### src/rtl/vrt_pkg.sv
package vrt_pkg;

  // True when pos lies in the half-open window [lo, lo+len).
  function automatic logic in_span(input int pos, input int lo, input int len);
    return (pos >= lo) && (pos < lo + len);
  endfunction

  // Sync output level for a given position: low inside the pulse window.
  function automatic logic sync_level(input int pos, input int active_len,
                                      input int porch, input int pulse);
    return !in_span(pos, active_len + porch, pulse);
  endfunction

endpackage

### src/rtl/vrt_pixel_div.sv
module vrt_pixel_div #(
  parameter int DIV = 4
) (
  input  logic clk,
  input  logic rst,
  output logic tick
);
  localparam int CW = (DIV > 1) ? $clog2(DIV) : 1;
  localparam logic [CW-1:0] LAST = CW'(DIV - 1);

  logic [CW-1:0] phase;

  always_ff @(posedge clk) begin
    if (rst)                phase <= '0;
    else if (phase == LAST) phase <= '0;
    else                    phase <= phase + 1'b1;
  end

  assign tick = (phase == LAST);

  // the strobe never stays high on two consecutive clocks
  a_r2_single_tick: assert property (@(posedge clk) disable iff (rst)
    tick |=> !tick);
endmodule

### src/rtl/vrt_axis_counter.sv
module vrt_axis_counter #(
  parameter int TOTAL = 800,
  parameter int W     = 10
) (
  input  logic         clk,
  input  logic         rst,
  input  logic         step,
  output logic [W-1:0] count,
  output logic         wrap
);
  localparam logic [W-1:0] LAST = W'(TOTAL - 1);

  logic at_last;
  assign at_last = (count == LAST);
  assign wrap    = step && at_last;

  always_ff @(posedge clk) begin
    if (rst)       count <= '0;
    else if (wrap) count <= '0;
    else if (step) count <= count + 1'b1;
  end

  // no movement without a step
  a_r3_hold_idle: assert property (@(posedge clk) disable iff (rst)
    !step |=> $stable(count));
  // a step at the last position lands on zero
  a_r4_wrap_zero: assert property (@(posedge clk) disable iff (rst)
    (step && at_last) |=> (count == '0));
endmodule

### src/rtl/vrt_region_map.sv
module vrt_region_map #(
  parameter int H_ACTIVE = 640,
  parameter int H_FP     = 16,
  parameter int H_SYNC   = 96,
  parameter int V_ACTIVE = 480,
  parameter int V_FP     = 10,
  parameter int V_SYNC   = 2,
  parameter int TEXT_TOP = 400,
  parameter int X_W      = 10,
  parameter int Y_W      = 10,
  parameter int TX_W     = 8,
  parameter int TY_W     = 7
) (
  input  logic [X_W-1:0]       x,
  input  logic [Y_W-1:0]       y,
  output logic                 hsync_n,
  output logic                 vsync_n,
  output logic                 active,
  output logic                 text_sel,
  output logic                 img_valid,
  output logic [TX_W+TY_W-1:0] tile_addr
);
  import vrt_pkg::*;

  logic in_x, in_y, upper;

  always_comb begin
    in_x      = int'(x) < H_ACTIVE;
    in_y      = int'(y) < V_ACTIVE;
    upper     = int'(y) < TEXT_TOP;
    hsync_n   = sync_level(int'(x), H_ACTIVE, H_FP, H_SYNC);
    vsync_n   = sync_level(int'(y), V_ACTIVE, V_FP, V_SYNC);
    active    = in_x && in_y;
    text_sel  = active && !upper;
    img_valid = active && upper;
    tile_addr = img_valid ? {y[TY_W+1:2], x[TX_W+1:2]} : '0;
  end
endmodule

### src/rtl/vga_region_timer.sv
module vga_region_timer #(
  parameter int H_ACTIVE = 640,
  parameter int H_FP     = 16,
  parameter int H_SYNC   = 96,
  parameter int H_BP     = 48,
  parameter int V_ACTIVE = 480,
  parameter int V_FP     = 10,
  parameter int V_SYNC   = 2,
  parameter int V_BP     = 33,
  parameter int TEXT_TOP = 400,
  parameter int PIX_DIV  = 4,
  localparam int H_TOTAL = H_ACTIVE + H_FP + H_SYNC + H_BP,
  localparam int V_TOTAL = V_ACTIVE + V_FP + V_SYNC + V_BP,
  localparam int X_W     = $clog2(H_TOTAL),
  localparam int Y_W     = $clog2(V_TOTAL),
  localparam int TX_W    = $clog2(H_ACTIVE) - 2,
  localparam int TY_W    = $clog2(TEXT_TOP) - 2,
  localparam int ADDR_W  = TX_W + TY_W
) (
  input  logic              clk,
  input  logic              rst,
  output logic              pix_en,
  output logic              hsync_n,
  output logic              vsync_n,
  output logic              active,
  output logic [X_W-1:0]    px_x,
  output logic [Y_W-1:0]    px_y,
  output logic              text_sel,
  output logic              img_valid,
  output logic [ADDR_W-1:0] tile_addr
);
  logic line_end;
  logic frame_end;

  vrt_pixel_div #(.DIV(PIX_DIV)) u_div (
    .clk(clk), .rst(rst), .tick(pix_en)
  );

  vrt_axis_counter #(.TOTAL(H_TOTAL), .W(X_W)) u_hcnt (
    .clk(clk), .rst(rst), .step(pix_en), .count(px_x), .wrap(line_end)
  );

  vrt_axis_counter #(.TOTAL(V_TOTAL), .W(Y_W)) u_vcnt (
    .clk(clk), .rst(rst), .step(line_end), .count(px_y), .wrap(frame_end)
  );

  vrt_region_map #(
    .H_ACTIVE(H_ACTIVE), .H_FP(H_FP), .H_SYNC(H_SYNC),
    .V_ACTIVE(V_ACTIVE), .V_FP(V_FP), .V_SYNC(V_SYNC),
    .TEXT_TOP(TEXT_TOP), .X_W(X_W), .Y_W(Y_W), .TX_W(TX_W), .TY_W(TY_W)
  ) u_map (
    .x(px_x), .y(px_y), .hsync_n(hsync_n), .vsync_n(vsync_n),
    .active(active), .text_sel(text_sel), .img_valid(img_valid),
    .tile_addr(tile_addr)
  );

  // the frame wraps only together with a line wrap
  a_r4_frame_in_line: assert property (@(posedge clk) disable iff (rst)
    frame_end |-> line_end);
  // a line wrap leaves x at zero on the next clock
  a_r3_line_restart: assert property (@(posedge clk) disable iff (rst)
    line_end |=> (px_x == '0));
  // the vertical pulse falls inside blanking
  a_r6_vsync_blank: assert property (@(posedge clk) disable iff (rst)
    !vsync_n |-> !active);
  // the horizontal pulse falls inside blanking
  a_r5_hsync_blank: assert property (@(posedge clk) disable iff (rst)
    !hsync_n |-> !active);
  // a pixel belongs to at most one area
  a_r8_one_area: assert property (@(posedge clk) disable iff (rst)
    $onehot0({text_sel, img_valid}));
  // no address escapes outside the image area
  a_r10_addr_idle: assert property (@(posedge clk) disable iff (rst)
    !img_valid |-> (tile_addr == '0));
endmodule

### config.mk
export PLATFORM = sky130hd
export DESIGN_NAME = vga_region_timer
export DESIGN_NICKNAME = d
export VERILOG_FILES = /design/src/rtl/vrt_pkg.sv /design/src/rtl/vrt_pixel_div.sv /design/src/rtl/vrt_axis_counter.sv /design/src/rtl/vrt_region_map.sv /design/src/rtl/vga_region_timer.sv
export SDC_FILE = /design/constraint.sdc
export NUM_CORES = 1
export LEC_CHECK = 0
export ABC_CLOCK_PERIOD_IN_PS = 3800
export CAP_MARGIN = 40
export CORE_ASPECT_RATIO = 1.25
export CORE_UTILIZATION = 25
export DETAILED_ROUTE_END_ITERATION = 6
export DONT_BUFFER_PORTS = 1
export GPL_TIMING_DRIVEN = 1
export PLACE_DENSITY = 0.49
export SYNTH_ARGS = -nofsm -noshare
export SYNTH_HDL_FRONTEND = slang
export SYNTH_SLANG_ARGS = --single-unit
### constraint.sdc
create_clock -name clk -period 3.8 [get_ports clk]
set_clock_uncertainty 0.05 [all_clocks]
set_input_delay 0.38 -clock clk [delete_from_list [all_inputs] [get_ports clk]]
set_output_delay 0.38 -clock clk [all_outputs]
set_load 0.02 [all_outputs]
Word-level counts from Yosys, hierarchy flattened
Cells that the tools add are included.

storage, ports and cells
  word-level logic and storage cells = 30
  input port bits = 2
  register bits after elaboration = 22
  output and inout bits = 41

cells by class
  $add $sub $neg = 3
  multiplexer cells = 1
  equality and inequality tests = 3
  $lt $le $gt $ge = 7
  reductions and logical operators = 13

operators with widths
  cell                   count
  $lt 10x9->1 const B    3
  $add 10x1->10 const B  2
  $eq 10x10->1 const B   2
  $lt 10x10->1 const B   2
  $mux 15                1
  $ge 10x10->1 const B   1
  $ge 10x9->1 const B    1
  $logic_and 1x1->1      7
  $reduce_or 2->1        3
  $logic_not 1->1        3
  $add 2x1->2 const B    1
  $eq 2x2->1 const B     1

Depth between registers and ports, before layout
  depth after elaboration = 4
  mapped depth = 7
  gate-level depth less buffers = 6

By module
A second synthesis with hierarchy kept.

unflattened totals
  cell total of the unflattened synthesis = 148
  area, all modules = 1398.8 µm²

by module, submodules not included
  module                     cells an instance  seq. area each (µm²)  area an instance (µm²)  times used
  vrt_axis_counter (u_vcnt)  55                 200.2                 503.0                   1
  vrt_axis_counter (u_hcnt)  53                 200.2                 490.5                   1
  vrt_region_map             35                 0.0                   330.3                   1
  vrt_pixel_div              5                  40.0                  75.1                    1

Worst setup path before layout
No wires, ideal clock.

  path kind = register to register
  from = register u_div.phase[0]
  to = register u_vcnt.count[9]
  required time = 3.680 ns
  stages on the path, launching flop included = 7
  arrival time = 2.060 ns
  clock period less this slack = 2.181 ns
  setup time = 0.070 ns
  buffers on the path = 1
  slack = 1.619 ns
  cells stage by stage = dfxtp_1 ha_1 buf_2 nand4_4 or4_4 or4_1 a21oi_1

between the ends
  cells in the longest elaborated chain, start to end = 4

ends and longest elaborated chain
  item                       RTL line                text
  start: declaration         vrt_pixel_div.sv:11     logic [CW-1:0] phase;
  start signal: assignment   vrt_pixel_div.sv:16     else phase <= phase + 1'b1;
  $eq 2x2->1 *               vrt_pixel_div.sv:19     assign tick = (phase == LAST);
  net pix_en                 vga_region_timer.sv:22  output logic pix_en,
  $logic_and 1x1->1 *        vrt_axis_counter.sv:15  assign wrap = step && at_last;
  $logic_and 1x1->1          vrt_axis_counter.sv:15
  $reduce_or 2->1 (no line)  --
  end signal: assignment     vrt_axis_counter.sv:20  else if (step) count <= count + 1'b1;
  end: declaration           vrt_axis_counter.sv:8   output logic [W-1:0] count,

Mark *: on every way through the listed nets, which the timed path passes. The rest lies on a longest branch.
A chain may end at the register's enable or synchronous reset.

Final worst setup path
  from = register u_hcnt.count[8]
  to = output tile_addr[4]

between the ends
  cells in the longest elaborated chain, start to end = 4

ends and longest elaborated chain
  item                      RTL line                text
  start: declaration        vrt_axis_counter.sv:8
  start signal: assignment  vrt_axis_counter.sv:20
  $lt 10x10->1              vrt_region_map.sv:28    in_x = int'(x) < H_ACTIVE;
  $logic_and 1x1->1         vrt_region_map.sv:33    active = in_x && in_y;
  $logic_and 1x1->1         vrt_region_map.sv:35    img_valid = active && upper;
  $mux 15                   vrt_region_map.sv:36    tile_addr = img_valid ? {y[TY_W+1:2], x[TX_W+1:2]} : '0;
  end: declaration          vga_region_timer.sv:30  output logic [ADDR_W-1:0] tile_addr

Every way passes these cells.

==> results_tabular.tex <==
\begin{tabular}{lr}
\hline
Metric & Value \\
\hline
\multicolumn{2}{l}{\textbf{Run status}} \\
Outcome & completed \\
\multicolumn{2}{l}{\textbf{Layout}} \\
Commonest non-fill, non-tap cell in the layout & sky130\_fd\_sc\_hd\_\_dfxtp\_1 \\
Post-route cell area & 0.00138 mm2 \\
Synth-to-layout area growth & 8.91\% \\
Final layout net count & 155 \\
Share of the core filled with cells & 28.7\% \\
Ant. Diodes & 0 \\
Non-filler instance count after layout & 206 \\
Most used cells in the layout excluding fill and tap cells & 22 x sky130\_fd\_sc\_hd\_\_dfxtp\_1, 21 x sky130\_fd\_sc\_hd\_\_nor2\_1, 14 x sky130\_fd\_sc\_hd\_\_and2\_1 \\
Fill cell total of the finished layout & 520 \\
Fraction of layout cells with a size suffix above 1 & 9.59\% \\
\multicolumn{2}{l}{\textbf{GRT}} \\
Global route overflow & 0 \\
GR Util met2 & 20.3\% \\
Global Route met3 Usage & 4.86\% \\
Overall Global Routing Usage & 12.3\% \\
Largest net degree at the start of global routing & 13 \\
Number of global-route vias before repair & 991 \\
Global-route wire length before repair & 5000 um \\
Met1 routing resource usage after global routing & 14.6\% \\
Initial antenna violation count & 0 \\
Routing layer with the top usage in global route & met2 \\
\multicolumn{2}{l}{\textbf{Die}} \\
Width of the die & 65.6 um \\
Die Outline Area & 0.00534 mm2 \\
Number of primary I/O pins & 43 \\
Chip height & 81.5 um \\
Area of the core & 0.00480 mm2 \\
Site row count & 28 \\
Initial core utilization & 26.3\% \\
\multicolumn{2}{l}{\textbf{Critical path}} \\
CP Data Required Time & 3370 ps \\
Ordered list of cells on the worst path & o21ai\_0, nand2b\_1, nor2\_1, buf\_4, and2\_1 \\
Biggest cell delay along the critical path & 480 ps \\
R2R Setup Slk & 1440 ps \\
Kind of end point of the critical path & primary output \\
Number of buffer and inverter stages on the critical path & 1 \\
Category of the most critical setup path & register to primary output \\
Crit path max-delay family & simple AND/OR/NAND/NOR gates \\
Maximum net fanout on the critical path & 9 \\
Cell depth of the worst flop-to-flop path & 5 \\
FF-to-FF Start & u\_div.phase[0] \\
Startpoint type of the worst setup path & register \\
Capture point of the worst reg-to-reg path & u\_vcnt.count[9] \\
Cell with the biggest individual delay on the critical path & sky130\_fd\_sc\_hd\_\_nor2\_1 \\
Data arrival time at the worst-slack endpoint & 2170 ps \\
\multicolumn{2}{l}{\textbf{Timing}} \\
Slew at the pin closest to its max-slew limit & 573 ps \\
Final clock period utilization by the worst path & 68.3\% \\
Setup repair after global routing missed its margin & false \\
Final Hold Violating Endpoints & 0 \\
Setup Viol. Count Final & 0 \\
Shortest period the worst path allows & 2600 ps \\
Highest clock frequency the design can meet & 385 MHz \\
Hold slack final & 131 ps \\
Worst max-slew margin expressed relative to the limit & 61.6\% \\
Pins Over Slew Limit & 0 \\
Crit path setup slack, layout & 1200 ps \\
Final TNS setup & 0 ps \\
\multicolumn{2}{l}{\textbf{Detailed routing}} \\
Detail-routed net length per standard cell & 14.6 um \\
Routed via count & 1042 \\
First-pass iteration count of the detailed router & 5 \\
DRC violations left & 0 \\
Routed Wire Length & 3010 um \\
Number of DRC markers after the initial detailed-route iteration & 66 \\
Via count normalized by instance count & 5.06 \\
Remaining antenna violation count after routing & 0 \\
\multicolumn{2}{l}{\textbf{Placed design}} \\
Placed cell areas & 0.00132 mm2 \\
Placed wire-length estimate & 2220 um \\
Number of cells in the design after placement & 202 \\
Setup slack after placement & 1450 ps \\
Port bufs & 0 \\
Global placer's final weighted congestion & 0.723 \\
\multicolumn{2}{l}{\textbf{Logic synthesis}} \\
Avg Inst Size Synth & 8.60 um2 \\
Number of library cell types mapped by synthesis & 39 \\
Ys flop type & sky130\_fd\_sc\_hd\_\_dfxtp\_1 \\
Gate Count Post-Synth & 147 \\
Part of the Yosys area used for sequential elements & 34.9\% \\
Number of synthesized flops with an enable pin & 0 \\
Yosys Warn Count & 0 \\
Post-synthesis register bit count & 22 \\
Number of nets in the synthesized netlist & 155 \\
Ys async rst share & 0\% \\
Total standard cell area after synthesis & 0.00126 mm2 \\
\multicolumn{2}{l}{\textbf{Pwr}} \\
Final Total Pwr & 0.418 mW \\
Total power density per cell area & 304 mW/mm2 \\
Leakage power & 0.504 nW \\
Maximum VDD drop & 240 uV \\
\multicolumn{2}{l}{\textbf{Worst hold path}} \\
Min-Delay Path Class & input port to register \\
Startpoint of the lowest-slack hold path & rst \\
Hold path depth & 1 \\
Endpoint, Worst Hold & u\_div.phase[0] \\
\multicolumn{2}{l}{\textbf{Clock tree}} \\
Count of buffers added by post-CTS timing repair for setup & 0 \\
Resized cells post-CTS & 0 \\
Number of buffers added to fix hold violations after cts & 0 \\
Num CTS Buffers & 3 \\
H-Tree Level Count & 1 \\
Clock tree root driver cell & sky130\_fd\_sc\_hd\_\_clkbuf\_8 \\
Clock tree from TritonCTS & yes \\
Clock edge transition at the registers on the reported setup and hold paths & 70 ps \\
Skew-Pair Late Insertion Delay & 260 ps \\
Number of clock sinks seen by CTS & 22 \\
Number of buffers on the longest clock path & 2 \\
\multicolumn{2}{l}{\textbf{Flow run}} \\
MaxCap Viol Count & 0 \\
\hline
\end{tabular}
==> area by class of cell <==
| class | instances | area, um2 | area share, % |
|---|---|---|---|
| Inverter | 5 | 18.8 | 1.36 |
| Multi-Input combinational cell | 114 | 779 | 56.6 |
| Tap cell | 60 | 75.1 | 5.45 |
| Sequential cell | 22 | 440 | 32.0 |
| Clock buffer | 4 | 55.1 | 4.00 |
| Timing Repair Buffer | 1 | 7.51 | 0.545 |
==> where the power goes <==
part	switching, mW	total (mW)	internal, mW
registers	0.00360	0.238	0.234
clock network	0.0743	0.167	0.0923
logic	0.00798	0.0135	0.00549
total	0.0859	0.418	0.332
==> kinds of logic after synthesis <==
kind of cell	Yosys count	share of synthesized area, %
simple gates	80	38.9
flops	22	34.9
compound gates	13	6.24
xor+xnor	13	9.01
buf+inv	11	3.46
fa+ha+maj	6	5.94
mux	2	1.58
==> synth_stat cells, types with 3 or more instances <==
cell	count	area share (%)
sky130_fd_sc_hd__nor3_1	3	1.2
sky130_fd_sc_hd__dfxtp_1	22	35
sky130_fd_sc_hd__xnor2_1	7	4.9
sky130_fd_sc_hd__nand4_1	4	2.0
sky130_fd_sc_hd__inv_1	5	1.5
sky130_fd_sc_hd__ha_1	6	5.9
sky130_fd_sc_hd__clkbuf_1	4	1.2
sky130_fd_sc_hd__nand3_1	6	2.4
sky130_fd_sc_hd__and2_1	14	6.9
sky130_fd_sc_hd__a21oi_1	5	2.0
sky130_fd_sc_hd__nor2_1	21	6.2
sky130_fd_sc_hd__o21ai_0	4	1.6
sky130_fd_sc_hd__nand2_1	6	1.8
sky130_fd_sc_hd__nor4_1	3	1.5
sky130_fd_sc_hd__or4_1	3	1.8
sky130_fd_sc_hd__xor2_1	6	4.2
==> worst max-delay path by stage <==
stage | endpoint | slack, ps | cells past startpoint | from
2_1_floorplan | u_vcnt.count[9] | 1620 | 6 | u_div.phase[0]
3_3_place_gp | u_vcnt.count[9] | 1500 | 5 | u_div.phase[0]
3_5_place_dp | u_vcnt.count[9] | 1450 | 5 | u_div.phase[0]
4_1_cts | tile_addr[4] | 1160 | 5 | u_hcnt.count[8]
5_1_grt | tile_addr[4] | 1010 | 5 | u_hcnt.count[8]
6_report | tile_addr[4] | 1200 | 5 | u_hcnt.count[8]
==> registers in the layout, summed over array words and instances (netlist names) <==
name / count
u_vcnt.count: 10
u_div.phase: 2
u_hcnt.count: 10
==> routing by layer <==
layer | wire length [um] | up-vias
li1 | - | 510
met1 | 1340 | 481
met2 | 1410 | 49
met3 | 240 | 2
met4 | 19 | 0
met5 | 0 | -
No activity file was read; power rests on OpenSTA's default activity.
